<file path="src/rtl/refill_pkg.sv">
package refill_pkg;
  typedef enum logic [1:0] {
    RF_IDLE  = 2'd0,
    RF_FETCH = 2'd1,
    RF_TAGWR = 2'd2
  } rf_state_e;
endpackage

</file>
<file path="src/rtl/rf_bus_seq.sv">
module rf_bus_seq #(
  parameter int LINE_DW = 8,
  localparam int IDX_W = $clog2(LINE_DW),
  localparam int CNT_W = IDX_W + 1
) (
  input  logic             clk_i,
  input  logic             rst_ni,
  input  logic             start_i,
  input  logic [IDX_W-1:0] crit_i,
  input  logic             active_i,
  input  logic             stall_i,
  input  logic             ack_i,
  output logic             stb_o,
  output logic [IDX_W-1:0] req_idx_o,
  output logic [IDX_W-1:0] ack_idx_o,
  output logic             last_ack_o
);
  logic [CNT_W-1:0] req_cnt_q, ack_cnt_q;
  logic [IDX_W-1:0] crit_q;

  assign stb_o      = active_i && (req_cnt_q != CNT_W'(LINE_DW));
  // wrap within the line: index width truncates the sum
  assign req_idx_o  = crit_q + req_cnt_q[IDX_W-1:0];
  assign ack_idx_o  = crit_q + ack_cnt_q[IDX_W-1:0];
  assign last_ack_o = active_i && ack_i && (ack_cnt_q == CNT_W'(LINE_DW - 1));

  always_ff @(posedge clk_i or negedge rst_ni) begin
    if (!rst_ni) begin
      req_cnt_q <= '0;
      ack_cnt_q <= '0;
      crit_q    <= '0;
    end else if (start_i) begin
      req_cnt_q <= '0;
      ack_cnt_q <= '0;
      crit_q    <= crit_i;
    end else if (active_i) begin
      if (stb_o && !stall_i) req_cnt_q <= req_cnt_q + 1'b1;
      if (ack_i)             ack_cnt_q <= ack_cnt_q + 1'b1;
    end
  end
endmodule

</file>
<file path="src/rtl/rf_line_buf.sv">
module rf_line_buf #(
  parameter int DATA_W  = 64,
  parameter int LINE_DW = 8,
  localparam int IDX_W = $clog2(LINE_DW)
) (
  input  logic               clk_i,
  input  logic               rst_ni,
  input  logic               clear_i,
  input  logic               wr_i,
  input  logic [IDX_W-1:0]   wr_idx_i,
  input  logic [DATA_W-1:0]  wr_data_i,
  input  logic [IDX_W-1:0]   rd_idx_i,
  output logic [DATA_W-1:0]  rd_data_o,
  output logic [LINE_DW-1:0] vld_o
);
  logic [DATA_W-1:0] word_q [LINE_DW];

  for (genvar g = 0; g < LINE_DW; g++) begin : g_dw
    logic hit;
    assign hit = wr_i && (wr_idx_i == IDX_W'(g));

    always_ff @(posedge clk_i or negedge rst_ni) begin
      if (!rst_ni)      vld_o[g] <= 1'b0;
      else if (clear_i) vld_o[g] <= 1'b0;
      else if (hit)     vld_o[g] <= 1'b1;
    end

    always_ff @(posedge clk_i) begin
      if (hit) word_q[g] <= wr_data_i;
    end
  end

  assign rd_data_o = word_q[rd_idx_i];
endmodule

</file>
<file path="src/rtl/rf_waiter.sv">
module rf_waiter #(
  parameter int DATA_W  = 64,
  parameter int LINE_DW = 8,
  localparam int IDX_W = $clog2(LINE_DW)
) (
  input  logic               clk_i,
  input  logic               rst_ni,
  input  logic               start_i,
  input  logic [IDX_W-1:0]   crit_i,
  input  logic               new_ld_i,
  input  logic [IDX_W-1:0]   new_idx_i,
  input  logic [LINE_DW-1:0] vld_i,
  input  logic               ack_i,
  input  logic [IDX_W-1:0]   ack_idx_i,
  input  logic [DATA_W-1:0]  ack_data_i,
  input  logic [DATA_W-1:0]  buf_data_i,
  output logic               wait_v_o,
  output logic               done_o,
  output logic [DATA_W-1:0]  data_o
);
  logic [IDX_W-1:0] wait_idx_q;
  logic             wait_hit, new_fwd, new_have;

  assign wait_hit = wait_v_o && ack_i && (ack_idx_i == wait_idx_q);
  assign new_fwd  = ack_i && (ack_idx_i == new_idx_i);
  assign new_have = new_fwd || vld_i[new_idx_i];

  always_ff @(posedge clk_i or negedge rst_ni) begin
    if (!rst_ni) begin
      wait_v_o   <= 1'b0;
      wait_idx_q <= '0;
      done_o     <= 1'b0;
      data_o     <= '0;
    end else begin
      done_o <= 1'b0;
      if (start_i) begin
        wait_v_o   <= 1'b1;
        wait_idx_q <= crit_i;
      end else if (wait_hit) begin
        wait_v_o <= 1'b0;
        done_o   <= 1'b1;
        data_o   <= ack_data_i;
      end else if (new_ld_i) begin
        if (new_have) begin
          done_o <= 1'b1;
          data_o <= new_fwd ? ack_data_i : buf_data_i;
        end else begin
          wait_v_o   <= 1'b1;
          wait_idx_q <= new_idx_i;
        end
      end
    end
  end
endmodule

</file>
<file path="src/rtl/cwf_refill.sv">
module cwf_refill
  import refill_pkg::*;
#(
  parameter int ADDR_W  = 32,
  parameter int DATA_W  = 64,
  parameter int LINE_DW = 8,
  parameter int SETS    = 64,
  parameter int WAYS    = 4,
  localparam int OFF_W  = $clog2(DATA_W / 8),
  localparam int IDX_W  = $clog2(LINE_DW),
  localparam int SET_W  = $clog2(SETS),
  localparam int WAY_W  = $clog2(WAYS),
  localparam int LINE_W = ADDR_W - OFF_W - IDX_W,
  localparam int TAG_W  = LINE_W - SET_W,
  localparam int ROW_W  = SET_W + IDX_W
) (
  input  logic              clk_i,
  input  logic              rst_ni,
  input  logic              ld_valid_i,
  input  logic              ld_miss_i,
  input  logic [ADDR_W-1:0] ld_addr_i,
  input  logic [WAY_W-1:0]  ld_way_i,
  output logic              ld_stall_o,
  output logic              ld_done_o,
  output logic [DATA_W-1:0] ld_data_o,
  output logic              busy_o,
  output logic              wb_cyc_o,
  output logic              wb_stb_o,
  output logic [ADDR_W-1:0] wb_adr_o,
  input  logic              wb_stall_i,
  input  logic              wb_ack_i,
  input  logic [DATA_W-1:0] wb_dat_i,
  output logic              arr_we_o,
  output logic [WAY_W-1:0]  arr_way_o,
  output logic [ROW_W-1:0]  arr_row_o,
  output logic [DATA_W-1:0] arr_data_o,
  output logic              tag_we_o,
  output logic [WAY_W-1:0]  tag_way_o,
  output logic [SET_W-1:0]  tag_set_o,
  output logic [TAG_W-1:0]  tag_o
);
  rf_state_e         state_q, state_d;
  logic [LINE_W-1:0] line_q;
  logic [WAY_W-1:0]  way_q;
  logic [LINE_W-1:0] ld_line;
  logic [IDX_W-1:0]  ld_idx;
  logic              unused_off;
  logic              fetching, start, same_line, new_ld, wait_v, ack_in;
  logic              last_ack;
  logic [IDX_W-1:0]  req_idx, ack_idx;
  logic [DATA_W-1:0] buf_rd;
  logic [LINE_DW-1:0] vld;

  assign ld_line    = ld_addr_i[ADDR_W-1 -: LINE_W];
  assign ld_idx     = ld_addr_i[OFF_W +: IDX_W];
  assign unused_off = ^ld_addr_i[OFF_W-1:0];

  assign fetching  = (state_q == RF_FETCH);
  assign busy_o    = (state_q != RF_IDLE);
  assign start     = (state_q == RF_IDLE) && ld_valid_i && ld_miss_i;
  assign same_line = (ld_line == line_q);
  assign ld_stall_o = busy_o && ld_valid_i && (same_line ? wait_v : ld_miss_i);
  assign new_ld    = busy_o && ld_valid_i && same_line && !wait_v;
  assign ack_in    = fetching && wb_ack_i;

  always_comb begin
    state_d = state_q;
    unique case (state_q)
      RF_IDLE:  if (start) state_d = RF_FETCH;
      RF_FETCH: if (last_ack) state_d = RF_TAGWR;
      RF_TAGWR: state_d = RF_IDLE;
      default:  state_d = RF_IDLE;
    endcase
  end

  always_ff @(posedge clk_i or negedge rst_ni) begin
    if (!rst_ni) begin
      state_q <= RF_IDLE;
      line_q  <= '0;
      way_q   <= '0;
    end else begin
      state_q <= state_d;
      if (start) begin
        line_q <= ld_line;
        way_q  <= ld_way_i;
      end
    end
  end

  rf_bus_seq #(.LINE_DW(LINE_DW)) u_seq (
    .clk_i      (clk_i),
    .rst_ni     (rst_ni),
    .start_i    (start),
    .crit_i     (ld_idx),
    .active_i   (fetching),
    .stall_i    (wb_stall_i),
    .ack_i      (wb_ack_i),
    .stb_o      (wb_stb_o),
    .req_idx_o  (req_idx),
    .ack_idx_o  (ack_idx),
    .last_ack_o (last_ack)
  );

  rf_line_buf #(.DATA_W(DATA_W), .LINE_DW(LINE_DW)) u_buf (
    .clk_i     (clk_i),
    .rst_ni    (rst_ni),
    .clear_i   (start),
    .wr_i      (ack_in),
    .wr_idx_i  (ack_idx),
    .wr_data_i (wb_dat_i),
    .rd_idx_i  (ld_idx),
    .rd_data_o (buf_rd),
    .vld_o     (vld)
  );

  rf_waiter #(.DATA_W(DATA_W), .LINE_DW(LINE_DW)) u_wait (
    .clk_i      (clk_i),
    .rst_ni     (rst_ni),
    .start_i    (start),
    .crit_i     (ld_idx),
    .new_ld_i   (new_ld),
    .new_idx_i  (ld_idx),
    .vld_i      (vld),
    .ack_i      (ack_in),
    .ack_idx_i  (ack_idx),
    .ack_data_i (wb_dat_i),
    .buf_data_i (buf_rd),
    .wait_v_o   (wait_v),
    .done_o     (ld_done_o),
    .data_o     (ld_data_o)
  );

  assign wb_cyc_o   = fetching;
  assign wb_adr_o   = {line_q, req_idx, {OFF_W{1'b0}}};
  assign arr_we_o   = ack_in;
  assign arr_way_o  = way_q;
  assign arr_row_o  = {line_q[SET_W-1:0], ack_idx};
  assign arr_data_o = wb_dat_i;
  assign tag_we_o   = (state_q == RF_TAGWR);
  assign tag_way_o  = way_q;
  assign tag_set_o  = line_q[SET_W-1:0];
  assign tag_o      = line_q[LINE_W-1:SET_W];
endmodule

</file>
<file path="config.mk">
export PLATFORM = sky130hd
export DESIGN_NAME = cwf_refill
export DESIGN_NICKNAME = d
export VERILOG_FILES = /design/src/rtl/refill_pkg.sv /design/src/rtl/rf_bus_seq.sv /design/src/rtl/rf_line_buf.sv /design/src/rtl/rf_waiter.sv /design/src/rtl/cwf_refill.sv
export SDC_FILE = /design/constraint.sdc
export NUM_CORES = 1
export LEC_CHECK = 0
export BUFFER_PORTS_ARGS = -buffer_cell sky130_fd_sc_hd__buf_2
export CORE_UTILIZATION = 25
export DETAILED_ROUTE_END_ITERATION = 12
export HOLD_SLACK_MARGIN = 0.08
export PLACE_DENSITY_LB_ADDON = 0.2
export SYNTH_ARGS = -nofsm -noshare
export SYNTH_HDL_FRONTEND = slang
export SYNTH_SLANG_ARGS = --single-unit
</file>
<file path="constraint.sdc">
create_clock -name clk_i -period 17 [get_ports clk_i]
set_input_delay 3.4 -clock clk_i [delete_from_list [all_inputs] [get_ports clk_i]]
set_output_delay 3.4 -clock clk_i [all_outputs]
set_load 0.05 [all_outputs]
</file>
==> flow_metrics.tcl <==
set metrics [dict create \
    p_sw_mw 2.09 \
    vias 12793 \
    coreArea_um2 102000 \
    ant_nets 0 \
    max_freq_mhz 118 \
    clockBufferDepth 3 \
    avgViaCountPerCell 4.22 \
    ys.warnings.count 0 \
    ir_drop_mv 0.138 \
    first_iter_violations 658 \
    layout_min_cycle_time_ps 8460 \
    yosysTopAreaCell "edfxtp_1" \
    synthToLayoutAreaGrowth_pct 18.9 \
    clkPwrFrac_pct 27.2 \
    die_w_um 323 \
    synth-main-ff-cell "edfxtp_1" \
    grt_pass1_vias 13367 \
    synthTopCellsByArea "edfxtp_1 60%, dfrtp_1 11%, mux4_2 11%" \
    gp_congestion 0.676 \
    routed-wl-met2_um 30800 \
    syn_area_per_cell_um2 19.1 \
    grt.total_usage_pct 11.9 \
    post_cts_buffers 0 \
    holdPathStages 1 \
    syn-cell-area_um2 25800 \
    synthCells 1353 \
    diodes 0 \
    grt_pass1_wl_um 89700 \
    rr_endpoint "u_wait.data_o[34]" \
    dp_slack_ps 8480 \
    synth_cell_type_count 37 \
    internal-power_mw 3.62 \
    min_path_type "reg -> reg" \
    routed.top_layer "met5" \
    cts-root-buf "clkbuf_16" \
    num_rows 117 \
    crit_path_frequent_cell "buf_2" \
    grt_max_degree 81 \
    leakagePower_nw 11.0 \
    synth_edf_count 512 \
    cts_buffers 75 \
    die_area_um2 104000 \
    start_kind "input port" \
    async_reset_ff_share_pct 18.7 \
    p_seq_share_pct 40.3 \
    power.density_nw_per_um2 186 \
    arrival_ps 5060 \
    ys_seq_elements 630 \
    ios 310 \
    cp_data_required_time_ps 13600 \
    relSlewSlack_pct 38.2 \
    routedWlPerCell_um 20.4 \
    cpMaxStageDelayCell "nor4_1" \
    worst_slack_ps 8540 \
    met1_length_um 26800 \
    finalMaxSlewViolations 0 \
    post_cts_resized 0 \
    final_net_count 1711 \
    routed-wl-met3_um 2840 \
    r2r_start "u_seq.ack_cnt_q[0]" \
    setup-violations-final 0 \
    crit_family "simple AND/OR/NAND/NOR gates" \
    synth.top_cell.area_share_pct 59.6 \
    fillers 10040 \
    routed_wl_um 61700 \
    slowest_delay_ps 460 \
    initial_utilization_pct 25.3 \
    whs_endpoint "state_q[1]" \
    worstPathCellList "buf_2, xnor2_1, nand4_1, nor4_1, nand3_1, mux2i_1, nor2_1, buf_2" \
    worst_slew_pin_slew_ps 927 \
    fin_skew_ps 18.3 \
    hold_violations 0 \
    htreeDepth 3 \
    worstSetupPathType "in -> out" \
    regToRegSetupSlack_ps 12920 \
    path_clk_slew_ps 50 \
    worstSkewPairLatency_ps 630 \
    cts_tree "done" \
    cp-end-kind "output pin" \
    swShare_pct 36.5 \
    antenna_found_initial 2 \
    cp_num_buf_inv 2 \
    ctsHoldBuffers 0 \
    rr_worst_depth 11 \
    min_period_over_period_pct 49.8 \
    die_h_um 323 \
    p_comb_share_pct 32.5 \
    yosysSeqAreaShare_pct 71.1 \
    grt-ovfl-total 0 \
    cts.sinks 630 \
    synth_commonest_cells "512 x edfxtp_1, 197 x mux2_2, 128 x mux4_2" \
    drc 0 \
    totalPowerFinal_mw 5.71 \
    rsz0062_at_grt "false" \
    cap_violations 0 \
    status "finished, final reports clean" \
    io_buffers 303 \
    hpwl_um 34600 \
    timing.setup.tns_ps 0 \
    crit_fanout 2 \
    drive_gt1_share_pct 47.1 \
    post-synth-top-count-cell "edfxtp_1" \
    first_pass_iters 4 \
    hp-start "u_seq.ack_cnt_q[3]" \
]
==> cell type report <==
type                            instances  area [um^2]  share of cell area (%)
Clock buffer                          105         2110                    6.89
Multi-Input combinational cell        549         6430                    21.0
Tap cell                             1368         1710                    5.58
Inverter                               14         52.6                   0.171
Clock inverter                         32          292                   0.950
Sequential cell                       630        18300                    59.8
Timing Repair Buffer                  330         1740                    5.69
==> worst max path at each step <==
stage	start	end	slack, ps	depth (start not counted)
final	ld_addr_i[17]	ld_stall_o	8540	8
after global routing	ld_addr_i[17]	ld_stall_o	8380	8
after CTS	ld_addr_i[17]	ld_stall_o	8470	8
after detailed placement	ld_addr_i[17]	ld_stall_o	8480	8
after global placement	ld_addr_i[17]	ld_stall_o	8490	8
after floorplan	wb_ack_i	u_buf.word_q[2][0]	6570	2
==> power by group through the flow <==
stage	Combinational (mW)	Clock (mW)	Sequential, mW
floorplan	1.07	0	2.67
global placement	1.91	0	2.31
detailed placement	1.92	0	2.34
CTS	1.92	1.61	2.31
global route	2.00	1.66	2.35
finish	1.86	1.55	2.30
==> metal layers <==
layer	vias to the layer above	global-route usage [%]
li1	5653	-
met4	4	3.80
met3	85	2.40
met5	-	0
met1	6728	15.0
met2	323	20.2
==> worst reg2reg max path, delay by kind of cell (launching register included) <==
family,cells,cell delay [ps]
XOR/XNOR,2,620
adder cells (fa/ha/maj),2,570
buffers and inverters,3,860
flip-flops,1,420
multiplexers,2,720
AND/OR/NAND/NOR,2,770
==> placed cells by master, fill, tap and decap left out, types with 2 or more instances in the layout <==
cell,instances
clkinvlp_4,4
nand2_1,99
nor3_2,2
inv_1,13
clkinv_2,17
xnor2_1,30
xor2_1,11
clkinv_8,2
buf_2,299
o21a_1,3
inv_6,2
nand4_1,9
nand3b_1,2
clkbuf_16,77
nor4_2,2
mux4_2,128
dfrtp_1,118
conb_1,3
nand3_1,5
fa_1,2
nor4_1,2
mux2i_1,4
clkbuf_1,20
buf_6,2
nor3b_1,2
mux2_2,197
bufinv_16,3
buf_4,28
clkinv_1,2
o21ai_0,3
edfxtp_1,512
nor2_1,23
ha_1,5
nor2_4,4
nor2b_1,2
clkbuf_8,8
==> registers in the layout, summed over array words and instances, names as in the netlist, 2 cells and up <==
signal / flops
u_buf.vld_o: 8
u_seq.crit_q: 3
u_wait.wait_idx_q: 3
arr_way_o: 2
u_wait.data_o: 64
u_seq.req_cnt_q: 4
state_q: 2
u_buf.word_q: 512
line_q: 26
u_seq.ack_cnt_q: 4
==> stage by stage <==
stage / instances / hold slack [ps] / utilization, % / area (um^2)
after floorplan: 1355 / 437 / - / 25800
after global placement: 2891 / 460 / 27.7 / 28300
after detailed placement: 2891 / 471 / 27.7 / 28300
after CTS: 3028 / 481 / 30.1 / 30700
after global routing: 3028 / 512 / 30.1 / 30700
final: 3028 / 487 / 30.1 / 30700
==> kinds of logic after synthesis <==
logic type	after synthesis	synth area share, %
flops	630	71.1
mux	329	19.9
simple gates	156	2.54
compound gates	12	0.315
buf+inv	176	4.29
other cells	1	0.0145
xor+xnor	42	1.46
fa+ha+maj	7	0.398
(Power assumes the default switching activity.)
